$ cat src/rtl/serload_pkg.sv
package serload_pkg;
  // Strobes from the control half to the datapath half
  typedef struct packed {
    logic shiftEn;  // one-cycle pulse: synchronized serial clock rose
    logic commit;   // one-cycle pulse: cycle after load-enable rose
  } ldrCtl_t;
endpackage

$ cat src/rtl/serload_ctl.sv
module serload_ctl
  import serload_pkg::*;
#(
  parameter int SYNC_STAGES = 2
) (
  input  logic    clk,
  input  logic    rstN,
  input  logic    serClk,
  input  logic    serData,
  input  logic    loadEn,
  output ldrCtl_t ctl,
  output logic    dataBit
);
  localparam int LAST = SYNC_STAGES - 1;

  // bit 2 = serial clock, bit 1 = data, bit 0 = load enable
  logic [2:0] syncPipe [SYNC_STAGES];

  always_ff @(posedge clk) begin
    if (!rstN) syncPipe[0] <= '0;
    else       syncPipe[0] <= {serClk, serData, loadEn};
  end

  generate
    for (genvar gi = 1; gi < SYNC_STAGES; gi++) begin : g_sync
      always_ff @(posedge clk) begin
        if (!rstN) syncPipe[gi] <= '0;
        else       syncPipe[gi] <= syncPipe[gi-1];
      end
    end
  endgenerate

  logic sclkS, leS, sclkPrev, lePrev, commitQ;
  assign sclkS   = syncPipe[LAST][2];
  assign dataBit = syncPipe[LAST][1];
  assign leS     = syncPipe[LAST][0];

  always_ff @(posedge clk) begin
    if (!rstN) begin
      sclkPrev <= 1'b0;
      lePrev   <= 1'b0;
      commitQ  <= 1'b0;
    end else begin
      sclkPrev <= sclkS;
      lePrev   <= leS;
      commitQ  <= leS & ~lePrev;
    end
  end

  always_comb begin
    ctl.shiftEn = sclkS & ~sclkPrev;
    ctl.commit  = commitQ;
  end

  // serial clock must be low whenever load enable changes level
  p_clk_low_le_r4: assert property (@(posedge clk) disable iff (!rstN)
    (leS != lePrev) |-> !sclkS);

endmodule

$ cat src/rtl/serload_dp.sv
module serload_dp
  import serload_pkg::*;
#(
  parameter int SR_W    = 19,
  parameter int REF_W   = 14,
  parameter int SWAL_W  = 7,
  parameter int MAIN_W  = 11,
  parameter int MIN_REF = 3
) (
  input  logic              clk,
  input  logic              rstN,
  input  ldrCtl_t           ctl,
  input  logic              dataBit,
  output logic [REF_W-1:0]  refRatio,
  output logic              pscSel,
  output logic [SWAL_W-1:0] swallowCnt,
  output logic [MAIN_W-1:0] mainCnt,
  output logic              refUpd,
  output logic              mainUpd
);
  localparam int PSEL_BIT = REF_W + 1;
  localparam int MAIN_LSB = SWAL_W + 1;

  logic [SR_W-1:0]  shiftReg;
  logic [REF_W-1:0] candRatio;
  logic             isRefWord, refOk;

  always_ff @(posedge clk) begin
    if (!rstN)            shiftReg <= '0;
    else if (ctl.shiftEn) shiftReg <= {shiftReg[SR_W-2:0], dataBit};
  end

  assign isRefWord = shiftReg[0];
  assign candRatio = shiftReg[REF_W:1];
  assign refOk     = (candRatio >= REF_W'(MIN_REF));

  always_ff @(posedge clk) begin
    if (!rstN) begin
      refRatio   <= '0;
      pscSel     <= 1'b0;
      swallowCnt <= '0;
      mainCnt    <= '0;
      refUpd     <= 1'b0;
      mainUpd    <= 1'b0;
    end else begin
      refUpd  <= 1'b0;
      mainUpd <= 1'b0;
      if (ctl.commit) begin
        if (isRefWord) begin
          if (refOk) begin
            refRatio <= candRatio;
            pscSel   <= shiftReg[PSEL_BIT];
            refUpd   <= 1'b1;
          end
        end else begin
          swallowCnt <= shiftReg[SWAL_W:1];
          mainCnt    <= shiftReg[SR_W-1:MAIN_LSB];
          mainUpd    <= 1'b1;
        end
      end
    end
  end

  // the two strobes never coincide
  p_single_strobe_r5: assert property (@(posedge clk) disable iff (!rstN)
    !(refUpd && mainUpd));

  // reference set only moves together with its strobe
  p_ref_hold_r5: assert property (@(posedge clk) disable iff (!rstN)
    !refUpd |-> ($stable(refRatio) && $stable(pscSel)));

  // main set only moves together with its strobe
  p_main_hold_r5: assert property (@(posedge clk) disable iff (!rstN)
    !mainUpd |-> ($stable(swallowCnt) && $stable(mainCnt)));

  // an accepted reference ratio is never below the minimum
  p_ref_min_r7: assert property (@(posedge clk) disable iff (!rstN)
    refUpd |-> (refRatio >= REF_W'(MIN_REF)));

endmodule

$ cat src/rtl/serial_cfg_loader.sv
module serial_cfg_loader
  import serload_pkg::*;
#(
  parameter int SYNC_STAGES = 2,
  parameter int SR_W        = 19,
  parameter int REF_W       = 14,
  parameter int SWAL_W      = 7,
  parameter int MAIN_W      = 11,
  parameter int MIN_REF     = 3
) (
  input  logic              clk,
  input  logic              rstN,
  input  logic              serClk,
  input  logic              serData,
  input  logic              serLoadEn,
  output logic [REF_W-1:0]  refRatio,
  output logic              pscSel,
  output logic [SWAL_W-1:0] swallowCnt,
  output logic [MAIN_W-1:0] mainCnt,
  output logic              refUpdate,
  output logic              mainUpdate
);
  ldrCtl_t ctlS;
  logic    dataBitS;

  serload_ctl #(.SYNC_STAGES(SYNC_STAGES)) ctl_i (
    .clk     (clk),
    .rstN    (rstN),
    .serClk  (serClk),
    .serData (serData),
    .loadEn  (serLoadEn),
    .ctl     (ctlS),
    .dataBit (dataBitS)
  );

  serload_dp #(
    .SR_W   (SR_W),
    .REF_W  (REF_W),
    .SWAL_W (SWAL_W),
    .MAIN_W (MAIN_W),
    .MIN_REF(MIN_REF)
  ) dp_i (
    .clk        (clk),
    .rstN       (rstN),
    .ctl        (ctlS),
    .dataBit    (dataBitS),
    .refRatio   (refRatio),
    .pscSel     (pscSel),
    .swallowCnt (swallowCnt),
    .mainCnt    (mainCnt),
    .refUpd     (refUpdate),
    .mainUpd    (mainUpdate)
  );
endmodule

$ cat config.mk
export PLATFORM = sky130hd
export DESIGN_NAME = serial_cfg_loader
export DESIGN_NICKNAME = d
export VERILOG_FILES = /design/src/rtl/serload_pkg.sv /design/src/rtl/serload_ctl.sv /design/src/rtl/serload_dp.sv /design/src/rtl/serial_cfg_loader.sv
export SDC_FILE = /design/constraint.sdc
export NUM_CORES = 1
export LEC_CHECK = 0
export ABC_CLOCK_PERIOD_IN_PS = 1600
export BUFFER_PORTS_ARGS = -buffer_cell sky130_fd_sc_hd__buf_2
export CELL_PAD_IN_SITES_DETAIL_PLACEMENT = 0
export CELL_PAD_IN_SITES_GLOBAL_PLACEMENT = 1
export CORE_MARGIN = 2
export CORE_UTILIZATION = 41
export CTS_BUF_LIST = sky130_fd_sc_hd__clkbuf_8 sky130_fd_sc_hd__clkbuf_16
export DETAILED_ROUTE_END_ITERATION = 8
export PLACE_DENSITY_LB_ADDON = 0.1
export SLEW_MARGIN = 20
export SYNTH_ARGS = -nofsm -noshare
export SYNTH_HDL_FRONTEND = slang
export SYNTH_SLANG_ARGS = --single-unit
$ cat constraint.sdc
create_clock -name clk -period 1.6 [get_ports clk]
set_input_delay 0.24 -clock clk [delete_from_list [all_inputs] [get_ports clk]]
set_output_delay 0.24 -clock clk [all_outputs]
set_load 0.02 [all_outputs]
# After elaboration in Yosys (flattened, before gate mapping)
# Memory sizes are Yosys's and may differ from the RTL's.
# Cells that the tools add are included.
[word_totals]
output_inout_bits = 35
n_memories = 1
in_bits = 5
ram_bits = 6
word_cells = 29
register_bits = 57
[op_classes]
muxes = 6
magnitude_cmp = 1
reduce_logical = 4
n_bitwise = 7
[mem_list]
columns = ["name", "words", "word_bits", "rd", "rd_clocked_by_memory_dff", "write_ports", "line_no", "source"]
rows = [
  ["ctl_i.syncPipe", 2, 3, 2, 0, 2, "serload_ctl.sv:17", "logic [2:0] syncPipe [SYNC_STAGES];"],
]
[op_table]
columns = ["cell", "count"]
rows = [
  ["14-bit by 2-bit >= comparator with 1-bit output (second input constant)", 1],
  ["3-bit two-way mux", 2],
  ["3-bit AND reduction", 2],
  ["1-bit two-way mux", 4],
  ["2-bit AND reduction", 2],
  ["1-bit NOT", 3],
  ["1-bit AND", 2],
  ["1-bit OR", 2],
]

# Depth between registers and ports, before layout
[depth]
depth_word = 2
ltp_mapped = 5
mapped_depth_nobuf = 3

# Hierarchy
# From an unflattened synthesis, not the netlist that was laid out.
[unflattened]
cells_unflattened = 236
hier_area_um2 = 2361.0
[modules_own_cells]
columns = ["module", "seq_area_each_um2", "area_each_um2", "cells_each", "instances"]
rows = [
  ["serload_dp", 1081.0, 2098.3, 216, 1],
  ["serload_ctl", 180.2, 262.8, 20, 1],
]

# Worst setup path before layout
# Ideal clock, no wire load.
[synth_path]
kind = "reg2reg"
from = "register dp_i.shiftReg[3]"
to = "register dp_i.refUpd"
required_ns = 1.485
path_stages_with_launch = 5
arrival_time_ns = 1.268
setup_time_ns = 0.115
synth_period_minus_slack_ns = 1.383
slack_ns = 0.217
n_path_buf = 1
cell_sequence = "dfxtp_1 -> nor4_2 -> a41oi_4 -> buf_6 -> and2_1"
[synth_between]
elab_chain_len = 2
[synth_rtl]
columns = ["element", "line_no", "source"]
rows = [
  ["from (decl)", "serload_dp.sv:24", "logic [SR_W-1:0] shiftReg;"],
  ["from (signal assigned)", "serload_dp.sv:30", "else if (ctl.shiftEn) shiftReg <= {shiftReg[SR_W-2:0], dataBit};"],
  ["14-bit by 2-bit >= comparator with 1-bit output", "serload_dp.sv:35", "assign refOk = (candRatio >= REF_W'(MIN_REF));"],
  ["1-bit two-way mux", "serload_dp.sv:50", "if (refOk) begin"],
  ["to (signal assigned)", "serload_dp.sv:43", "refUpd <= 1'b0;"],
  ["to (signal assigned)", "serload_dp.sv:46", "refUpd <= 1'b0;"],
  ["to (signal assigned)", "serload_dp.sv:53", "refUpd <= 1'b1;"],
  ["to (decl)", "serload_dp.sv:18", "output logic refUpd,"],
]
# No other way between the ends.
# A chain may end at the register's enable or synchronous reset.

# Final worst setup path
[layout_path]
from = "register dp_i.shiftReg[4]"
to = "register dp_i.refRatio[3]"
[layout_between]
elab_chain_len = 2
[layout_rtl]
columns = ["element", "line_no", "source"]
rows = [
  ["14-bit by 2-bit >= comparator with 1-bit output", "serload_dp.sv:35", ""],
  ["3-bit AND reduction (no line)", "--", ""],
  ["to (signal assigned)", "serload_dp.sv:51", "refRatio <= candRatio;"],
  ["to (decl)", "serload_dp.sv:14", "output logic [REF_W-1:0] refRatio,"],
]
# Parallel ways exist; a longest one is shown, timed or not.

==> results.cfg <==
[sta]
rsz0062_at_grt = no
period_minus_slack_ns = 1.47
skew_ns = 0.00839
fmax_mhz = 682
finalWorstSetupSlack_ns = 0.134
setup_viol = 0
fin_tns_setup_ns = 0
worst_pin_slew_ns = 0.351
drv_slew = 0
hold_viol = 0
slew_headroom_pct = 76.4
min_period_over_period_pct = 91.6

[placement]
dp_cells = 364
post-dp-hpwl_um = 3160
gp_congestion = 0.768
pre_cts_ws_ns = 0.0922
portBuffers = 39

[die]
boundaryPins = 40
core_mm2 = 0.00547
fp.dieH_um = 79.2
start_util_pct = 42.4
die-width_um = 79.2
die_area_mm2 = 0.00628
rows = 27

[drt]
drtAntennaViolNets = 0
vias_per_cell = 4.66
drc = 0
drt_first_pass_iters = 4
drt_iter0_drc = 95
drt-total-wl_um = 4730
avgRoutedWirePerCell_um = 12.5
route.vias.total = 1770

[setup_path]
reg2reg_from = dp_i.shiftReg[4]$_SDFFE_PN0P_
r2r_slack_ns = 0.13
r2r.worst_path.cells = 4
cp.arrival_ns = 1.69
setup.worst_path.end_class = register
crit_fanout = 11
critPathKind = register to register
crit_path_cell_trace = nor4_2 -> a41oi_4 -> buf_12 -> mux2i_1
startpoint_type = register
cp_slowest_stage_delay_ns = 0.40
critical_path_required_ns = 1.83
cp_slowest_cell = nor4_2
timing.rr.end = dp_i.refRatio[3]$_SDFFE_PN0P_

[clock_network]
numClockSinks = 63
postCtsResizedCells = 0
clk_pin_slew_ns = 0.07
root_buffer = clkbuf_8
postCtsSetupBuffers = 0
h-tree-depth = 3
hold_buffers = 0
ctsLongestPathBuffers = 2
insertion_delay_ns = 0.34
cts_inserted_buffers = 9
cts_tree = built

[layout]
seq_area_mm2 = 0.00126
instances_no_fill = 380
multi_input_area_um2 = 985
fin_nets = 308
antenna_cells = 0
n_fill_cell = 559
area_delta_synth_final_pct = 24.1
drive_above_1_share_pct = 22.7

[job]
cap_violations = 0

[worst_hold_path]
worstHoldEndpoint = ctl_i.syncPipe[0][0]$_SDFF_PN0_
min_path_type = input port to register
min_delay_path_depth = 2
hold_start = serLoadEn

[power]
p_per_area_mw_per_mm2 = 1110
ir_drop_mv = 0.503
p_leak_nw = 1.11

[logic_synthesis]
yosysUniqueCellTypes = 14
synth_area_leader_cell = dfxtp_1
yosysSeqAreaShare_pct = 54.4
synth_fp_nets = 262
ys.flop_type = dfxtp_1
synth_top_area_share_pct = 54.4
synth_cells = 257
avgSynthCellArea_um2 = 9.03
ys_top_cells_by_count = nand2_1, dfxtp_1, a21boi_0, mux2i_1, clkbuf_1
synth_warnings = 0
syn-cell-area_mm2 = 0.00232
synth_edf_count = 0
async_reset_ff_share_pct = 0
synth.area.top_cells = dfxtp_1, nand2_1, a21boi_0, mux2i_1, and2_1
ys_ff_latch = 63
synthMostInstantiatedCell = nand2_1

[grt]
grt_use_total_pct = 17.2
met1_usage_pct = 21.1
grt_max_degree = 40
grt_pass1_vias = 1759
grtUsageMet3_pct = 3.86
grt-ovfl-total = 0
top_usage_layer = met2
antenna_found_initial = 0
use_met2_pct = 26.9
grt_pass1_wl_um = 8110

[status]
outcome = complete, no violations
-- cell families (layout without fill, tap and decap cells) --
kind of cell    Yosys count  after routing  share of synthesized area [%]
simple gates            124            124                           22.8
flops                    63             63                           54.4
compound gates           38             38                           13.2
buf+inv                  17             68                           3.18
mux                      15             15                           6.47
-- per-stage QoR --
stage / util, % / hold WS, ns / cell area [µm²] / power, mW
after floorplan: - / 0.367 / 2320 / 1.67
after CTS: 52.6 / 0.0926 / 2880 / 3.24
after global routing: 52.6 / 0.100 / 2880 / 3.31
after detailed placement: 48.5 / 0.379 / 2650 / 1.69
after global placement: 48.5 / 0.373 / 2650 / 1.70
final: 52.6 / 0.108 / 2880 / 3.20
-- layout by cell type (no fill, tap or decap) --
master       n
buf_2       39
nand2b_1     2
mux2i_1     15
dfxtp_1     63
buf_4       11
clkinv_2     1
a21boi_0    32
clkbuf_8    11
nor2b_1      3
a41oi_4      1
a21boi_1     5
and2_1      10
nor4_2       3
inv_1        2
bufinv_16    2
nand2_1    106
buf_12       2
-- critical path: cells and delay by family (launching register included) --
family | cells | cell delay [ns]
simple gates | 1 | 0.40
flops | 1 | 0.35
compound gates | 1 | 0.26
buf+inv | 1 | 0.22
mux | 1 | 0.12
-- registers in the layout, indices dropped and copies added, names as in the netlist --
name,flops
dp_i.mainCnt,11
ctl_i.syncPipe,6
dp_i.shiftReg,19
dp_i.refRatio,14
dp_i.pscSel,1
dp_i.swallowCnt,7
dp_i.refUpd,1
ctl_i.commitQ,1
dp_i.mainUpd,1
ctl_i.sclkPrev,1
ctl_i.lePrev,1
-- cell type report --
class	count	area share [%]
Sequential cell	63	43.8
Multi-Input combinational cell	177	34.2
Timing Repair Buffer	52	11.0
Clock buffer	11	5.26
Tap cell	72	3.13
Clock inverter	5	2.52
-- how the worst max path moves through the flow --
stage | start | endpoint | slack, ns | depth (start not counted)
3_5_place_dp | dp_i.shiftReg[4]$_SDFFE_PN0P_ | dp_i.refRatio[3]$_SDFFE_PN0P_ | 0.09 | 4
2_1_floorplan | dp_i.shiftReg[3]$_SDFFE_PN0P_ | dp_i.refUpd$_SDFF_PN0_ | 0.22 | 4
5_1_grt | dp_i.shiftReg[4]$_SDFFE_PN0P_ | dp_i.refRatio[3]$_SDFFE_PN0P_ | 0.01 | 4
3_3_place_gp | dp_i.shiftReg[4]$_SDFFE_PN0P_ | dp_i.refRatio[11]$_SDFFE_PN0P_ | 0.13 | 4
4_1_cts | dp_i.shiftReg[4]$_SDFFE_PN0P_ | dp_i.refRatio[3]$_SDFFE_PN0P_ | 0.08 | 4
6_report | dp_i.shiftReg[4]$_SDFFE_PN0P_ | dp_i.refRatio[3]$_SDFFE_PN0P_ | 0.13 | 4
-- where the power goes --
group	switching, mW	internal, mW
clock	0.596	0.949
sequential	0.00288	1.58
combinational	0.0482	0.0294
total	0.647	2.56
-- routing by layer --
layer  up-vias  wire length (µm)
met5         -                 0
met3        13               180
met4         0               131
li1        915                 -
met1       808              2190
met2        34              2230
(Power assumes the default switching activity.)
